**config.mk**
```make
export PLATFORM = sky130hd
export DESIGN_NAME = os_timer_top
export DESIGN_NICKNAME = d
export VERILOG_FILES = /design/src/rtl/ostmr_pkg.sv /design/src/rtl/ostmr_stamp.sv /design/src/rtl/ostmr_interval.sv /design/src/rtl/ostmr_status.sv /design/src/rtl/os_timer_top.sv
export SDC_FILE = /design/constraint.sdc
export NUM_CORES = 1
export LEC_CHECK = 0
export ABC_AREA = 1
export BUFFER_PORTS_ARGS = -buffer_cell sky130_fd_sc_hd__buf_2
export CAP_MARGIN = 25
export CORE_MARGIN = 3
export CORE_UTILIZATION = 55
export CTS_CLUSTER_DIAMETER = 100
export DETAILED_ROUTE_END_ITERATION = 8
export HOLD_SLACK_MARGIN = 0.15
export PLACE_DENSITY = 0.73
export SLEW_MARGIN = 20
export SYNTH_ARGS = -nofsm -noshare
export SYNTH_HDL_FRONTEND = slang
export SYNTH_SLANG_ARGS = --single-unit
```
**constraint.sdc**
```tcl
create_clock -name clk -period 3.2 [get_ports clk]
set_input_delay 0.96 -clock clk [delete_from_list [all_inputs] [get_ports clk]]
set_output_delay 0.96 -clock clk [all_outputs]
set_load 0.005 [all_outputs]
```
**src/rtl/ostmr_pkg.sv**
```systemverilog
package ostmr_pkg;

    // interval timer states
    typedef enum logic [1:0] {
        ST_HALT   = 2'd0,
        ST_CYCLE  = 2'd1,
        ST_SINGLE = 2'd2,
        ST_SPENT  = 2'd3
    } tmr_state_e;

    // control word layout
    localparam int unsigned EN_BIT    = 0;
    localparam int unsigned ONE_BIT   = 1;
    localparam int unsigned CTRL_LO_W = 2;

    // register map (byte offsets)
    localparam int unsigned N_TMR          = 2;
    localparam int unsigned N_FLAG         = N_TMR + 1;
    localparam int unsigned OFS_STAMP      = 32'h00;
    localparam int unsigned OFS_TMR_BASE   = 32'h04;
    localparam int unsigned OFS_TMR_STRIDE = 32'h08;
    localparam int unsigned OFS_STATUS     = 32'h20;

endpackage

```
**src/rtl/ostmr_stamp.sv**
```systemverilog
module ostmr_stamp #(
    parameter int unsigned DW = 32
) (
    input  logic          clk,
    input  logic          rst_n,
    input  logic          we,
    input  logic [DW-1:0] wdata,
    output logic [DW-1:0] ts_o,
    output logic          wrap_o
);

    logic [DW-1:0] ts_q;

    always_ff @(posedge clk or negedge rst_n) begin
        if (!rst_n)  ts_q <= '0;
        else if (we) ts_q <= wdata;
        else         ts_q <= ts_q + 1'b1;
    end

    always_comb begin
        ts_o   = ts_q;
        wrap_o = !we && (&ts_q);
    end

    AST_TS_STEP: assert property (@(posedge clk) disable iff (!rst_n)
        !we |=> ts_q == $past(ts_q) + 1'b1);
    AST_TS_LOAD: assert property (@(posedge clk) disable iff (!rst_n)
        we |=> ts_q == $past(wdata));
    AST_TS_WRAP: assert property (@(posedge clk) disable iff (!rst_n)
        wrap_o |=> ts_q == '0);

endmodule

```
**src/rtl/ostmr_interval.sv**
```systemverilog
module ostmr_interval
    import ostmr_pkg::*;
#(
    parameter int unsigned DW = 32
) (
    input  logic          clk,
    input  logic          rst_n,
    input  logic          ctrl_we,
    input  logic          cnt_we,
    input  logic [DW-1:0] wdata,
    output logic [DW-1:0] cnt_o,
    output logic [DW-1:0] ctrl_o,
    output logic          expire_o
);

    localparam int unsigned LO_W = CTRL_LO_W;

    tmr_state_e    state_q, state_d;
    logic [DW-1:0] ctrl_q, cnt_q;
    logic [DW-1:0] reload_w, new_reload_w;
    logic          running, at_zero, load_start, stop_req, expire;

    assign reload_w     = {ctrl_q[DW-1:LO_W], {LO_W{1'b0}}};
    assign new_reload_w = {wdata[DW-1:LO_W], {LO_W{1'b0}}};
    assign running      = (state_q == ST_CYCLE) || (state_q == ST_SINGLE);
    assign at_zero      = (cnt_q == '0);
    assign load_start   = ctrl_we && wdata[EN_BIT] && !running;
    assign stop_req     = ctrl_we && !wdata[EN_BIT];
    assign expire       = running && at_zero && !cnt_we;

    // state register
    always_ff @(posedge clk or negedge rst_n) begin
        if (!rst_n) state_q <= ST_HALT;
        else        state_q <= state_d;
    end

    // next state
    always_comb begin
        state_d = state_q;
        if (ctrl_we) begin
            if (!wdata[EN_BIT])      state_d = ST_HALT;
            else if (wdata[ONE_BIT]) state_d = ST_SINGLE;
            else                     state_d = ST_CYCLE;
        end else begin
            unique case (state_q)
                ST_HALT:   state_d = ST_HALT;
                ST_CYCLE:  state_d = ST_CYCLE;
                ST_SINGLE: if (expire) state_d = ST_SPENT;
                ST_SPENT:  state_d = ST_SPENT;
                default:   state_d = ST_HALT;
            endcase
        end
    end

    // control word
    always_ff @(posedge clk or negedge rst_n) begin
        if (!rst_n)       ctrl_q <= '0;
        else if (ctrl_we) ctrl_q <= wdata;
    end

    // down counter
    always_ff @(posedge clk or negedge rst_n) begin
        if (!rst_n) begin
            cnt_q <= '0;
        end else if (cnt_we) begin
            cnt_q <= wdata;
        end else if (load_start) begin
            cnt_q <= new_reload_w;
        end else if (running && !stop_req) begin
            if (!at_zero)                  cnt_q <= cnt_q - 1'b1;
            else if (state_q == ST_CYCLE)  cnt_q <= reload_w;
        end
    end

    // outputs
    always_comb begin
        cnt_o    = cnt_q;
        ctrl_o   = ctrl_q;
        expire_o = expire;
    end

    AST_START_LOAD: assert property (@(posedge clk) disable iff (!rst_n)
        (ctrl_we && wdata[EN_BIT] && !running && !cnt_we)
        |=> cnt_q[DW-1:LO_W] == $past(wdata[DW-1:LO_W]) && cnt_q[LO_W-1:0] == '0);
    AST_DECREMENT: assert property (@(posedge clk) disable iff (!rst_n)
        (running && !at_zero && !cnt_we && !ctrl_we) |=> cnt_q == $past(cnt_q) - 1'b1);
    AST_PERIOD_RELOAD: assert property (@(posedge clk) disable iff (!rst_n)
        (state_q == ST_CYCLE && at_zero && !cnt_we && !ctrl_we)
        |=> cnt_q[DW-1:LO_W] == $past(ctrl_q[DW-1:LO_W]) && cnt_q[LO_W-1:0] == '0);
    AST_SPENT_STILL: assert property (@(posedge clk) disable iff (!rst_n)
        (state_q == ST_SPENT && !ctrl_we && !cnt_we) |=> $stable(cnt_q) && !expire_o);
    AST_HALT_FROZEN: assert property (@(posedge clk) disable iff (!rst_n)
        (state_q == ST_HALT && !ctrl_we && !cnt_we) |=> $stable(cnt_q));
    AST_HALT_QUIET: assert property (@(posedge clk) disable iff (!rst_n)
        (state_q == ST_HALT) |-> !expire_o);

endmodule

```
**src/rtl/ostmr_status.sv**
```systemverilog
module ostmr_status #(
    parameter int unsigned NF = 3
) (
    input  logic          clk,
    input  logic          rst_n,
    input  logic [NF-1:0] set_i,
    input  logic          clr_we,
    input  logic [NF-1:0] clr_mask,
    output logic [NF-1:0] pend_o
);

    logic [NF-1:0] pend_q;

    for (genvar i = 0; i < NF; i++) begin : g_flag
        always_ff @(posedge clk or negedge rst_n) begin
            if (!rst_n)                       pend_q[i] <= 1'b0;
            else if (set_i[i])                pend_q[i] <= 1'b1;
            else if (clr_we && clr_mask[i])   pend_q[i] <= 1'b0;
        end

        AST_PEND_SET: assert property (@(posedge clk) disable iff (!rst_n)
            set_i[i] |=> pend_q[i]);
        AST_PEND_HOLD: assert property (@(posedge clk) disable iff (!rst_n)
            (pend_q[i] && !(clr_we && clr_mask[i])) |=> pend_q[i]);
        AST_PEND_CLEAR: assert property (@(posedge clk) disable iff (!rst_n)
            (clr_we && clr_mask[i] && !set_i[i]) |=> !pend_q[i]);
    end

    assign pend_o = pend_q;

endmodule

```
**src/rtl/os_timer_top.sv**
```systemverilog
module os_timer_top
    import ostmr_pkg::*;
#(
    parameter int unsigned ADDR_W = 8,
    parameter int unsigned DW     = 32
) (
    input  logic              clk,
    input  logic              rst_n,
    input  logic [ADDR_W-1:0] bus_addr,
    input  logic              bus_we,
    input  logic [DW-1:0]     bus_wdata,
    output logic [DW-1:0]     bus_rdata,
    output logic [N_TMR-1:0]  tmr_irq
);

    localparam logic [ADDR_W-1:0] A_STAMP  = ADDR_W'(OFS_STAMP);
    localparam logic [ADDR_W-1:0] A_STATUS = ADDR_W'(OFS_STATUS);

    logic [DW-1:0]     ts_w;
    logic              wrap_w;
    logic [DW-1:0]     cnt_a  [N_TMR];
    logic [DW-1:0]     ctrl_a [N_TMR];
    logic [N_TMR-1:0]  exp_w;
    logic [N_FLAG-1:0] set_w, pend_w;
    logic              stamp_we, status_we;

    assign stamp_we  = bus_we && (bus_addr == A_STAMP);
    assign status_we = bus_we && (bus_addr == A_STATUS);

    ostmr_stamp #(.DW(DW)) u_stamp (
        .clk    (clk),
        .rst_n  (rst_n),
        .we     (stamp_we),
        .wdata  (bus_wdata),
        .ts_o   (ts_w),
        .wrap_o (wrap_w)
    );

    for (genvar k = 0; k < N_TMR; k++) begin : g_tmr
        localparam logic [ADDR_W-1:0] A_CNT  = ADDR_W'(OFS_TMR_BASE + OFS_TMR_STRIDE * k);
        localparam logic [ADDR_W-1:0] A_CTRL = ADDR_W'(OFS_TMR_BASE + OFS_TMR_STRIDE * k + 4);

        logic cnt_we, ctrl_we;
        assign cnt_we  = bus_we && (bus_addr == A_CNT);
        assign ctrl_we = bus_we && (bus_addr == A_CTRL);

        ostmr_interval #(.DW(DW)) u_ivl (
            .clk      (clk),
            .rst_n    (rst_n),
            .ctrl_we  (ctrl_we),
            .cnt_we   (cnt_we),
            .wdata    (bus_wdata),
            .cnt_o    (cnt_a[k]),
            .ctrl_o   (ctrl_a[k]),
            .expire_o (exp_w[k])
        );

        assign set_w[k] = exp_w[k];

        AST_IRQ_HELD: assert property (@(posedge clk) disable iff (!rst_n)
            (tmr_irq[k] && !(status_we && bus_wdata[k])) |=> tmr_irq[k]);
        AST_IRQ_RAISE: assert property (@(posedge clk) disable iff (!rst_n)
            exp_w[k] |=> tmr_irq[k]);
    end

    assign set_w[N_TMR] = wrap_w;

    ostmr_status #(.NF(N_FLAG)) u_status (
        .clk      (clk),
        .rst_n    (rst_n),
        .set_i    (set_w),
        .clr_we   (status_we),
        .clr_mask (bus_wdata[N_FLAG-1:0]),
        .pend_o   (pend_w)
    );

    assign tmr_irq = pend_w[N_TMR-1:0];

    // read mux
    always_comb begin
        bus_rdata = '0;
        if (bus_addr == A_STAMP)  bus_rdata = ts_w;
        if (bus_addr == A_STATUS) bus_rdata = DW'(pend_w);
        for (int k = 0; k < N_TMR; k++) begin
            if (bus_addr == ADDR_W'(OFS_TMR_BASE + OFS_TMR_STRIDE * k))
                bus_rdata = cnt_a[k];
            if (bus_addr == ADDR_W'(OFS_TMR_BASE + OFS_TMR_STRIDE * k + 4))
                bus_rdata = ctrl_a[k];
        end
    end

endmodule

```
==> results by group, run 1 <==
Floorplanning
  – Core box area: 21400 µm²
  – # IOs: 77
  – Die area: 24100 µm²
  – Row Count: between 50 and 60
  – Die width: 155 µm
  – Die Height: 155 µm
  – Starting Density: a little under three fifths

Synth
  – Net Count, Synth: 2008
  – Synth Instances: about 2000
  – Yosys top cell by area: dfrtp_1
  – Synth top area share: 34.1%
  – Post-Syn Area per Cell: 6.27 µm²
  – Yosys cell types: 37
  – #FFs+latches synth: 167
  – Seq/Total Area, Yosys: 34.1%
  – Warnings, synthesis: 0
  – Area of the mapped netlist: 12200 µm²
  – Synth top area cells: dfrtp_1 (34%), nand2_1 (22%), nor2_1 (9.0%)

Clock network
  – Cell at the root of the clock tree: clkbuf_16
  – Clock Latency Late Sink: 450 ps
  – Total clock sinks: 167
  – CTS H-tree depth: 4
  – Cts bufs inserted: 17
  – CTS clk-pin slew, worst paths: roughly 80 ps
  – TritonCTS clock tree: built
  – Clk buf depth: 2

Outcome
  – Status: complete, but fails checks
  – Failing checks: negative setup slack

Global route
  – Met1 Track Usage GR: 53.3%
  – First-pass GRT wire length: 73900 µm
  – Tot GR Track Use: approximately two fifths
  – Met3 usage: 10.3%
  – Largest net degree at the start of global routing: between 50 and 60
  – Remaining global-route overflow: 0
  – Initial antenna violation count: 0
  – Number of global-route vias before repair: 12822
  – Met2 usage in global routing: 62.4%
  – Busiest layer in global routing: met2

Critical path
  – Critical path arrival: 2330 ps
  – R2R Setup Slk: 720 ps
  – Worst path required time: 2240 ps
  – Crit. End Element: primary output
  – CP endpoint: bus_rdata[25]
  – Worst-case reg-to-reg path depth: 10
  – FF-to-FF End: g_tmr[0].u_ivl.cnt_o[12]
  – Startpoint class of the critical path: primary input
  – Top fanout value on the critical path: 5
  – Critical Path Source: bus_addr[1]
  – RR Startpoint: g_tmr[0].u_ivl.cnt_o[15]
  – CP Class: primary input to primary output

Place
  – Final HPWL from detailed placement: 37000 µm
  – DP Area: between 10000 and 15000 µm²
  – GPL Wtd Cong: 1.06
  – IO buf count: 76

Pwr
  – Maximum VDD drop: ~400 µV
  – Pwr dens: 632 nW/µm²
  – Leak: 7.07 nW

Finish
  – Layout cells sized above 1: a little over an eighth
  – Final core occ: 65.7%
  – Final nets: 2088
  – Final non-filler cell area: about 14000 µm²
  – Fillers: 1987
  – Area Overhead vs Synth: 15.0%
  – Antenna diode count: 0

Drt
  – Total iterations of the first detailed-routing run: 7
  – Routed vias: 13874
  – Antenna Nets Post-Route: 0
  – Drc violations: 0
  – Iter 0 DRT Violations: 1748
  – Vias per cell: 5.98
  – DR WL/cell: about 21 µm
  – Final wirelength: 48700 µm

Hold path
  – HP Class: primary input to async pin

Timing
  – Max Fclk: 304 MHz
  – RSZ-0062 raised after global routing: yes
  – Clk_skew: 15.6 ps
  – Final setup margin: -92.7 ps
  – Slew margin rel.: 49.0%
  – Final min period: 3290 ps
  – Final setup fails: 12
  – Max-slew violations: 0
  – Hold Vio Cnt, Final: 0
  – Min Hold Slack: approximately 460 ps
  – Worst slew pin tran: 763 ps
  – Final Cycle Share: 103%

Flow run
  – Max_cap viols: 0
==> cell usage after synthesis (all sizes together) <==
cell and number:
nand3 115, o21ai 130, dfrtp 167, ha 13, nand4 38, nand3b 8, nor2 321, o31ai 1
clkbuf 28, nand2 745, a221oi 2, o22ai 15, inv 172, nor3 29, a31oi 3, clkinv 1
buf 43, xnor2 13, o211ai 18, xor2 24, a21oi 66
==> power by group <==
| part | internal, mW | switching [mW] |
|---|---|---|
| Sequential | 2.56 | 0.813 |
| Clock | 1.07 | 1.05 |
| Combinational | 1.09 | 2.32 |
| Total | 4.72 | 4.18 |
==> cell type report <==
cell class	instances	area (µm²)	share of cell area (%)
sequential	167	4180	29.7
clock inverter	14	148	1.05
tap	275	344	2.44
inverter	173	662	4.70
timing repair buffer	132	1010	7.17
clock buffer	18	439	3.12
multi-input combinational	1541	7300	51.8
==> sequential cells by signal, indices dropped and copies added, names as in the netlist <==
| name | count |
|---|---|
| g_tmr.u_ivl.ctrl_o | 64 |
| g_tmr.u_ivl.state_q | 4 |
| u_status.pend_o | 3 |
| u_stamp.ts_o | 32 |
| g_tmr.u_ivl.cnt_o | 64 |
==> layout by cell type (no fill, tap or decap), types with 7 or more instances in the layout <==
master / instances
inv_1: 160
o22ai_1: 8
nor2_1: 284
xor2_1: 24
a21oi_2: 9
o22ai_2: 7
a21oi_1: 53
nand3_1: 107
dfrtp_1: 167
buf_2: 70
buf_4: 42
buf_6: 7
nor3_1: 28
nand2_1: 722
ha_1: 13
nand2_2: 17
o211ai_1: 18
nor2_4: 14
o21ai_0: 121
nand4_1: 36
clkbuf_16: 19
nand3b_1: 8
xnor2_1: 13
inv_2: 8
buf_12: 10
nor2_2: 21
==> stage by stage <==
| stage | worst slack (ps) | power [mW] | instances | TNS [ps] |
|---|---|---|---|---|
| floorplan | 240 | 5.38 | 1952 | 0 |
| global placement | -49.3 | 6.59 | 2278 | -676 |
| detailed placement | -137 | 6.65 | 2278 | -2590 |
| CTS | 13.1 | 8.75 | 2310 | 0 |
| global route | -118 | 9.44 | 2320 | -1460 |
| finish | -92.7 | 8.90 | 2320 | -396 |
==> critical path, stage by stage <==
cell and delay [ps]:
buf_6 90, nor2_4 180, nand2_2 90, nor2_4 150, buf_12 140, buf_12 110
clkbuf_16 130, nand2_4 40, nand4_1 90, o211ai_1 90, nand2_1 120, buf_2 130
==> per-layer routing <==
metal  vias up  wire, µm
met2       950     21700
li1       6364         -
met1      6392     19000
met4         0      2230
met3       168      5700
met5         -         0
==> worst min-delay path by stage <==
stage | from | to | slack, ps | depth (start not counted)
6_report | rst_n | g_tmr[0].u_ivl.cnt_o[3] | 460 | 1
5_1_grt | rst_n | g_tmr[0].u_ivl.cnt_o[2] | 500 | 1
4_1_cts | rst_n | g_tmr[0].u_ivl.cnt_o[3] | 490 | 1
3_5_place_dp | g_tmr[0].u_ivl.ctrl_o[20] | g_tmr[0].u_ivl.ctrl_o[20] | 480 | 2
3_3_place_gp | g_tmr[0].u_ivl.ctrl_o[0] | g_tmr[0].u_ivl.ctrl_o[0] | 470 | 2
2_1_floorplan | g_tmr[0].u_ivl.ctrl_o[19] | g_tmr[0].u_ivl.ctrl_o[19] | 450 | 2
==> what timing repair did <==
item	4_1_cts	5_1_grt
cloned	0	3
buffers inserted	0	7
hold buffers	0	0
pin swaps	3	20
gates resized for setup	13	67
setup endpoints to repair	30	32
==> cell families after synthesis <==
| family | share of synthesized area [%] |
|---|---|
| simple gates | 43.2 |
| fa+ha+maj | 1.33 |
| flops | 34.1 |
| compound gates | 10.2 |
| buf+inv | 8.50 |
| xor+xnor | 2.65 |
Note: power is estimated with default switching activity, not from simulation.
==> run 2, diff against run 1 <==
Settings changed: CORE_UTILIZATION 55 to 30, GPL_TIMING_DRIVEN from default to 0, PLACE_DENSITY 0.73 to default, SYNTH_HIERARCHICAL from default to 1.
==> run 2 against run 1 <==
The run now ends clean. Die area grew 90%. Cell area rose by 7.3%. Non-clock buffer count increased by 24.
==> results by group, run 2 <==
Timing
  – Min Hold Slack: 485 ps (was 456 ps)
  – Final min period: 3200 ps (was 3290 ps)
  – RSZ-0062 raised after global routing: yes (unchanged)
  – Max-slew violations: 0 (unchanged)
  – Max Fclk: 313 MHz (was 304 MHz)
  – Final Cycle Share: 99.9% (was 103%)
  – Worst slew pin tran: 877 ps (was 763 ps)
  – Slew margin rel.: 41.0% (was 49.0%)
  – Final setup fails: 0 (was 12)
  – Setup Total Neg Slack: 0 ps (was -396 ps)
  – Clk_skew: 12.5 ps (was 15.6 ps)
  – Hold Vio Cnt, Final: 0 (unchanged)

Synth
  – Synth top area cells: dfrtp_1 (32%), nand2_1 (20%), nor2_1 (9.2%) (was dfrtp_1 (34%), nand2_1 (22%), nor2_1 (9.0%))
  – Net Count, Synth: 2085 (was 2008)
  – Async S/R FF share, synth: 100% (unchanged)
  – Warnings, synthesis: 6 (was 0)
  – Synth top area share: 32.3% (was 34.1%)
  – Synth Flop Type: dfrtp_1 (unchanged)
  – Post-Syn Area per Cell: 6.38 µm² (was 6.27 µm²)
  – Synth Instances: 2031 (was 1952)
  – Number of flops mapped to enable cells by yosys: 0 (unchanged)
  – Compound-cell area share of the yosys netlist: 5.60% (was 10.2%)
  – Post-Synth Simple-Gate Area: 47.3% (was 43.2%)
  – Yosys cell types: 44 (was 37)
  – Adder-cell share of the synthesized area: 1.06% (was 1.33%)
  – #FFs+latches synth: 167 (unchanged)
  – Seq/Total Area, Yosys: 32.3% (was 34.1%)
  – Area of the mapped netlist: 13000 µm² (was 12200 µm²)
  – Yosys top cell by area: dfrtp_1 (unchanged)
  – Top-count cell post-synth: nand2_1 (unchanged)
  – Largest family of logic cells by synthesized area: simple AND/OR/NAND/NOR gates (unchanged)
  – XOR/XNOR Fraction of Synth Area: 1.76% (was 2.65%)
  – Mux share of post-synthesis cell area: 1.74% (was 0%)
  – Commonest cells post-synth: nand2_1 (691), nor2_1 (318), inv_1 (235) (was nand2_1 (731), nor2_1 (295), dfrtp_1 (167))

Finish
  – Most common cell after layout, fill and taps aside: nand2_1 (unchanged)
  – Layout cells sized above 1: 16.4% (was 13.3%)
  – Commonest cells after routing, fill and taps aside: nand2_1 (663), nor2_1 (309), inv_1 (230) (was nand2_1 (722), nor2_1 (284), dfrtp_1 (167))
  – Area Overhead vs Synth: 16.6% (was 15.0%)
  – Final nets: 2195 (was 2088)

Pwr
  – Pwr dens: 576 nW/µm² (was 632 nW/µm²)
  – Combinational power share: 36.4% (was 38.4%)
  – Clk network pwr share: 25.2% (was 23.7%)
  – Flop pwr share: 38.5% (was 37.9%)
  – Switch share: 43.5% (was 47.0%)
  – Leak: 7.74 nW (was 7.07 nW)
  – Pint: 4.91 mW (was 4.72 mW)
  – Maximum VDD drop: 413 µV (was 410 µV)
  – Total power: 8.70 mW (was 8.90 mW)
  – Psw: 3.79 mW (was 4.18 mW)

Critical path
  – Slowest CP cell: nor3_4 (was nor2_4)
  – Most frequent CP cell: buf_2
  – CP Class: primary input to primary output (unchanged)
  – Crit. End Element: primary output (unchanged)
  – Crit path cell chain: buf_2 > nor2_4 > nand2_4 > nor3_4 > buf_12 > buf_6 > nand2_1 > nand4_1 > buf_2 (was buf_6 > nor2_4 > nand2_2 > nor2_4 > buf_12 > buf_12 > clkbuf_16 > nand2_4 > nand4_1 > o211ai_1 > nand2_1 > buf_2)
  – Critical path arrival: 2240 ps (was 2330 ps)
  – Top fanout value on the critical path: 10 (was 5)
  – Worst path required time: 2240 ps (about the same)
  – Startpoint class of the critical path: primary input (unchanged)
  – Crit-path max cell delay: 180 ps (about the same)

Floorplanning
  – Die area: 45700 µm² (was 24100 µm²)
  – Die Height: 214 µm (was 155 µm)
  – Core box area: 42300 µm² (was 21400 µm²)
  – Starting Density: 30.6% (was 57.2%)
  – # IOs: 77 (unchanged)
  – Row Count: 75 (was 53)
  – Die width: 214 µm (was 155 µm)

Drt
  – Final wirelength: 51600 µm (was 48700 µm)
  – WL met3: 4300 µm (was 5700 µm)
  – Iter 0 DRT Violations: 1383 (was 1748)
  – Antenna Nets Post-Route: 0 (unchanged)
  – Metal-1 WL: 23700 µm (was 19000 µm)
  – DR WL/cell: 18.9 µm (was 21.0 µm)
  – Highest routed layer: met4 (unchanged)
  – Drc violations: 0 (unchanged)
  – Routed wl met2: 22500 µm (was 21700 µm)
  – Routed vias: 13832 (was 13874)
  – Total iterations of the first detailed-routing run: 7 (unchanged)
  – Vias per cell: 5.06 (was 5.98)

Place
  – GPL Wtd Cong: 0.977 (was 1.06)
  – Final HPWL from detailed placement: 41000 µm (was 37000 µm)
  – IO buf count: 76 (unchanged)

Clock network
  – TritonCTS clock tree: built (unchanged)
  – Cell at the root of the clock tree: clkbuf_16 (unchanged)
  – Clock Latency Late Sink: 450 ps (about the same)
  – Clk buf depth: 2 (unchanged)
  – Cts bufs inserted: 17 (unchanged)
  – CTS clk-pin slew, worst paths: 70 ps (was 80 ps)
  – CTS H-tree depth: 4 (unchanged)
  – Total clock sinks: 167 (unchanged)

Hold path
  – HP Class: register to register (was primary input to async pin)

Flow run
  – Max_cap viols: 0 (unchanged)

Global route
  – Largest net degree at the start of global routing: 87 (was 54)
  – Initial antenna violation count: 0 (unchanged)
  – First-pass GRT wire length: 76500 µm (was 73900 µm)
  – Tot GR Track Use: 22.4% (was 39.7%)
  – Remaining global-route overflow: 0 (unchanged)
  – Number of global-route vias before repair: 12852 (was 12822)

Outcome
  – Status: complete, no violations (was complete, but fails checks)
-- run 2: cell types whose count changed in the layout (fill, tap and decap cells not counted), sizes merged, moves of 20 or more --
cell | previous run | this run
nand3 | 115 | 206
inv | 181 | 244
nor2 | 321 | 382
o21ai | 130 | 77
nand2 | 745 | 716
a21oi | 66 | 40
clkbuf | 20 | 46
nor3 | 29 | 6
mux2 | 0 | 20
-- run 2: logic make-up (layout without fill, tap and decap cells) --
group | after synthesis | after routing
adders and majority gates | 11 | 11
xor gates and xnor gates | 26 | 26
AOI/OAI and AO/OA | 126 | 126
DFF | 167 | 167
other | 0 | 1
buffers and inverters | 310 | 432
muxes | 20 | 20
and+or+nand+nor | 1371 | 1371
-- run 2: through the flow --
stage / area, µm² / utilization (%) / setup WS, ps / std cells
6_report: 15100 / 35.7 / 2.09 / 2731
5_1_grt: 15100 / 35.7 / -61.2 / 2730
4_1_cts: 15000 / 35.4 / 0.396 / 2728
3_5_place_dp: 14100 / 33.4 / -544 / 2686
3_3_place_gp: 14100 / 33.2 / -1810 / 2684
2_1_floorplan: 13000 / - / 324 / 2031
-- run 2: final cells by class --
class	instances	area (µm²)
Buffer	66	487
Multi-Input combinational cell	1554	7580
Clock inverter	9	118
Antenna cell	1	2.50
Tap cell	577	722
Timing Repair Buffer	90	593
Inverter	244	931
Fill cell	4617	27200
Timing Repair inverter	1	3.75
Sequential cell	167	4180
Clock buffer	22	484
-- run 2: path summary, 6_finish.rpt --
check                                            end  cells past startpoint  slack, ps                    start
hold / removal                    u_status/pend_o[2]                      2        490       u_status/pend_o[2]
hold reg to reg                   u_status/pend_o[2]                      2        490       u_status/pend_o[2]
min in group asynchronous    g_tmr[1].u_ivl/cnt_o[0]                      2        520                    rst_n
setup / recovery                        bus_rdata[7]                      9          2              bus_addr[4]
max in group asynchronous  g_tmr[1].u_ivl/ctrl_o[29]                      3       1830                    rst_n
setup reg to reg            g_tmr[0].u_ivl/cnt_o[20]                      9        740  g_tmr[0].u_ivl/cnt_o[0]
-- run 2: power by group through the flow --
stage / combinational, mW / clock [mW] / sequential (mW)
3_3_place_gp: 2.99 / 0 / 3.36
4_1_cts: 3.09 / 2.21 / 3.34
5_1_grt: 3.50 / 2.29 / 3.43
2_1_floorplan: 2.28 / 0 / 3.11
3_5_place_dp: 3.06 / 0 / 3.38
6_report: 3.16 / 2.19 / 3.35
-- run 2: metal layers --
metal	GRT usage (%)	up-vias
met3	4.04	59
met2	34.1	574
met5	0	-
met4	5.74	0
li1	-	6561
met1	32.9	6638
-- run 2: timing repair --
| action | in CTS | in global routing |
|---|---|---|
| gates resized for setup | 44 | 43 |
| setup buffers | 7 | 2 |
| gates cloned | 4 | 0 |
| hold buffers | 0 | 0 |
| pin swaps | 20 | 18 |
| setup endpoints to repair | 56 | 59 |
-- run 2: critical path: cells and delay by family --
family / cells / cell delay (ps)
buffers and inverters: 4 / 570
AND/OR/NAND/NOR: 5 / 700
==> run 3, diff against run 2 <==
==> constraint.sdc (replaced) <==
create_clock -name clk -period 3.2 [get_ports clk]
set_input_delay 0.16 -clock clk [delete_from_list [all_inputs] [get_ports clk]]
set_output_delay 0.16 -clock clk [all_outputs]
set_load 0.005 [all_outputs]
==> run 3 against run 2 <==
Cell count increased by 0.73%. Maximum frequency is 5.8% higher. Register-to-register slack about the same. Combinational power hardly changed. Utilization down 0.092 points. Routed wire length fell by 0.67%. Hold slack got worse by 320 ps. Cell area down 0.26%. Largest power group unchanged. Highest routed layer unchanged.
==> results by group, run 3 (synthesis gave the netlist of run 2 again) <==
Floorplanning
  – Row Count: 75 (unchanged)
  – Die width: 214 µm (unchanged)
  – # IOs: 77 (unchanged)
  – Core box area: 42300 µm² (unchanged)
  – Starting Density: 30.6% (unchanged)
  – Die Height: 214 µm (unchanged)
  – Die area: 45700 µm² (unchanged)

Hold path
  – Worst Hold Launch: bus_addr[4] (was u_status/pend_o[2])
  – HP Class: primary input to register (was register to register)
  – Hold path cells: 7 (was 2)
  – Hold EP: u_status/pend_o[0] (was u_status/pend_o[2])

Global route
  – First-pass GRT wire length: 76200 µm (was 76500 µm)
  – Largest net degree at the start of global routing: 87 (unchanged)
  – Remaining global-route overflow: 0 (unchanged)
  – Initial antenna violation count: 1 (was 0)
  – Tot GR Track Use: 22.3% (was 22.4%)
  – Number of global-route vias before repair: 12851 (was 12852)

Place
  – Dpl ws: 256 ps (was -544 ps)
  – IO buf count: 76 (unchanged)
  – Final HPWL from detailed placement: 41000 µm (unchanged)
  – GPL Wtd Cong: 0.977 (unchanged)
  – Dpl cells: 2686 (unchanged)

Drt
  – Drc violations: 0 (unchanged)
  – Final wirelength: 51200 µm (was 51600 µm)
  – DR WL/cell: 18.6 µm (was 18.9 µm)
  – Vias per cell: 5.04 (was 5.06)
  – Iter 0 DRT Violations: 1269 (was 1383)
  – Routed vias: 13878 (was 13832)
  – Antenna Nets Post-Route: 0 (unchanged)
  – Total iterations of the first detailed-routing run: 5 (was 7)

Flow run
  – Max_cap viols: 0 (unchanged)

Critical path
  – R2R Setup Slk: 740 ps (about the same)
  – Worst path required time: 3560 ps (was 2240 ps)
  – CP Class: primary input to register (was primary input to primary output)
  – Top fanout value on the critical path: 10 (unchanged)
  – Critical path arrival: 3380 ps (was 2240 ps)
  – FF-to-FF End: g_tmr[0].u_ivl/cnt_o[20] (unchanged)
  – Worst-case reg-to-reg path depth: 9 (unchanged)
  – RR Startpoint: g_tmr[0].u_ivl/cnt_o[0] (unchanged)
  – Crit. End Element: register (was primary output)
  – Startpoint class of the critical path: primary input (unchanged)

Finish
  – Most common cell after layout, fill and taps aside: nand2_1 (unchanged)
  – Final nets: 2216 (was 2195)
  – Fillers: 4621 (was 4617)
  – Antenna diode count: 0 (was 1)
  – Commonest cells after routing, fill and taps aside: nand2_1 (690), nor2_1 (318), inv_1 (235) (was nand2_1 (663), nor2_1 (309), inv_1 (230))
  – Layout cells sized above 1: 13.7% (was 16.4%)
  – Area Overhead vs Synth: 16.3% (was 16.6%)
  – Final non-filler cell total: 2751 (was 2731)

Clock network
  – Cell at the root of the clock tree: clkbuf_16 (unchanged)
  – CTS clk-pin slew, worst paths: 70 ps (about the same)
  – Clk buf depth: 2 (unchanged)
  – Number of setup buffers added after CTS: 0 (was 7)
  – Cts bufs inserted: 17 (unchanged)
  – Total clock sinks: 167 (unchanged)
  – TritonCTS clock tree: built (unchanged)
  – Clock Latency Late Sink: 450 ps (about the same)
  – CTS H-tree depth: 4 (unchanged)

Timing
  – Setup Total Neg Slack: 0 ps (unchanged)
  – Final setup margin: 179 ps (was 2.09 ps)
  – Final min period: 3020 ps (was 3200 ps)
  – Slew margin rel.: 40.8% (was 41.0%)
  – Max Fclk: 331 MHz (was 313 MHz)
  – Hold Vio Cnt, Final: 0 (unchanged)
  – Worst slew pin tran: 880 ps (was 877 ps)
  – RSZ-0062 raised after global routing: no (was yes)
  – Final setup fails: 0 (unchanged)
  – Clk_skew: 14.5 ps (was 12.5 ps)
  – Max-slew violations: 0 (unchanged)
  – Final Cycle Share: 94.4% (was 99.9%)

Pwr
  – Pint: 4.93 mW (was 4.91 mW)
  – Pwr dens: 579 nW/µm² (was 576 nW/µm²)
  – Psw: 3.80 mW (was 3.79 mW)
  – Combinational power share: 36.5% (was 36.4%)
  – Flop pwr share: 38.3% (was 38.5%)
  – Leak: 7.77 nW (was 7.74 nW)
  – Maximum VDD drop: 412 µV (was 413 µV)
  – Switch share: 43.5% (about the same)
  – Clk network pwr share: 25.2% (about the same)

Outcome
  – Status: complete, no violations (unchanged)
## run 3: changes by cell type in the layout (fill, tap and decap cells not counted), sizes merged
cell	previous run	this run
buf	132	121
clkbuf	46	45
diode	1	0
dlygate4sd3	0	34
inv	244	243
## run 3: power by group through the flow
stage	sequential, mW	clock (mW)	combinational [mW]
after floorplan	3.11	0	2.28
after global routing	3.42	2.29	3.52
after global placement	3.36	0	2.99
after detailed placement	3.38	0	3.06
final	3.34	2.20	3.18
after CTS	3.34	2.21	3.11
## run 3: area by class of cell
type	count	area, µm²	area share [%]
plain buffers	66	409	2.72
clock buffers	22	484	3.21
clock inverters	9	118	0.781
inverters	244	923	6.13
multi-input cells	1554	7440	49.4
flip-flops and latches	167	4180	27.7
well taps	577	722	4.79
repair buffers	112	786	5.22
## run 3: repair_timing
item	4_1_cts	5_1_grt
hold buffers	34	0
hold endpoints to repair	196	0
resized for setup	0	2
endpoints found under the setup margin	0	19
## run 3: worst max-delay path, stage by stage
cell           delay (ps)
dlygate4sd3_1         530
buf_2                 140
nor2_1                120
nand2_2               140
inv_2                 290
buf_2                 370
nand2_1                90
nor2_1                220
nand2_1               140
nor2_1                170
nor2_2                130
nand2_2               200
nand2_8               110
inv_4                 140
buf_6                 220
nor2_2                 50
a21oi_1               130
## run 3: worst max path at each step
stage                           start                   endpoint
after floorplan           bus_addr[0]  g_tmr[0].u_ivl/ctrl_o[13]
after global placement          rst_n   g_tmr[0].u_ivl/cnt_o[28]
after detailed placement  bus_addr[5]   g_tmr[0].u_ivl/cnt_o[11]
after CTS                 bus_addr[5]   g_tmr[0].u_ivl/cnt_o[10]
after global routing      bus_addr[5]   g_tmr[0].u_ivl/cnt_o[15]
final                     bus_addr[5]   g_tmr[0].u_ivl/cnt_o[10]
## run 3: layer usage
layer | wire [µm] | global-route usage [%] | vias to the layer above | part of all wire [%]
met5 | 0 | 0 | - | 0
met2 | 22200 | 34.2 | 592 | 43
li1 | - | - | 6598 | -
met4 | 1170 | 5.29 | 0 | 2.3
met3 | 4050 | 3.76 | 64 | 7.9
met1 | 23800 | 32.8 | 6624 | 47
## run 3: through the flow
stage / utilization, % / power [mW] / hold WS, ps / cell area, µm²
after floorplan: - / 5.39 / -136 / 13000
after global placement: 33.2 / 6.35 / 467 / 14100
after detailed placement: 33.4 / 6.44 / 215 / 14100
after CTS: 35.6 / 8.67 / 150 / 15100
after global routing: 35.6 / 9.24 / 217 / 15100
final: 35.6 / 8.72 / 161 / 15100
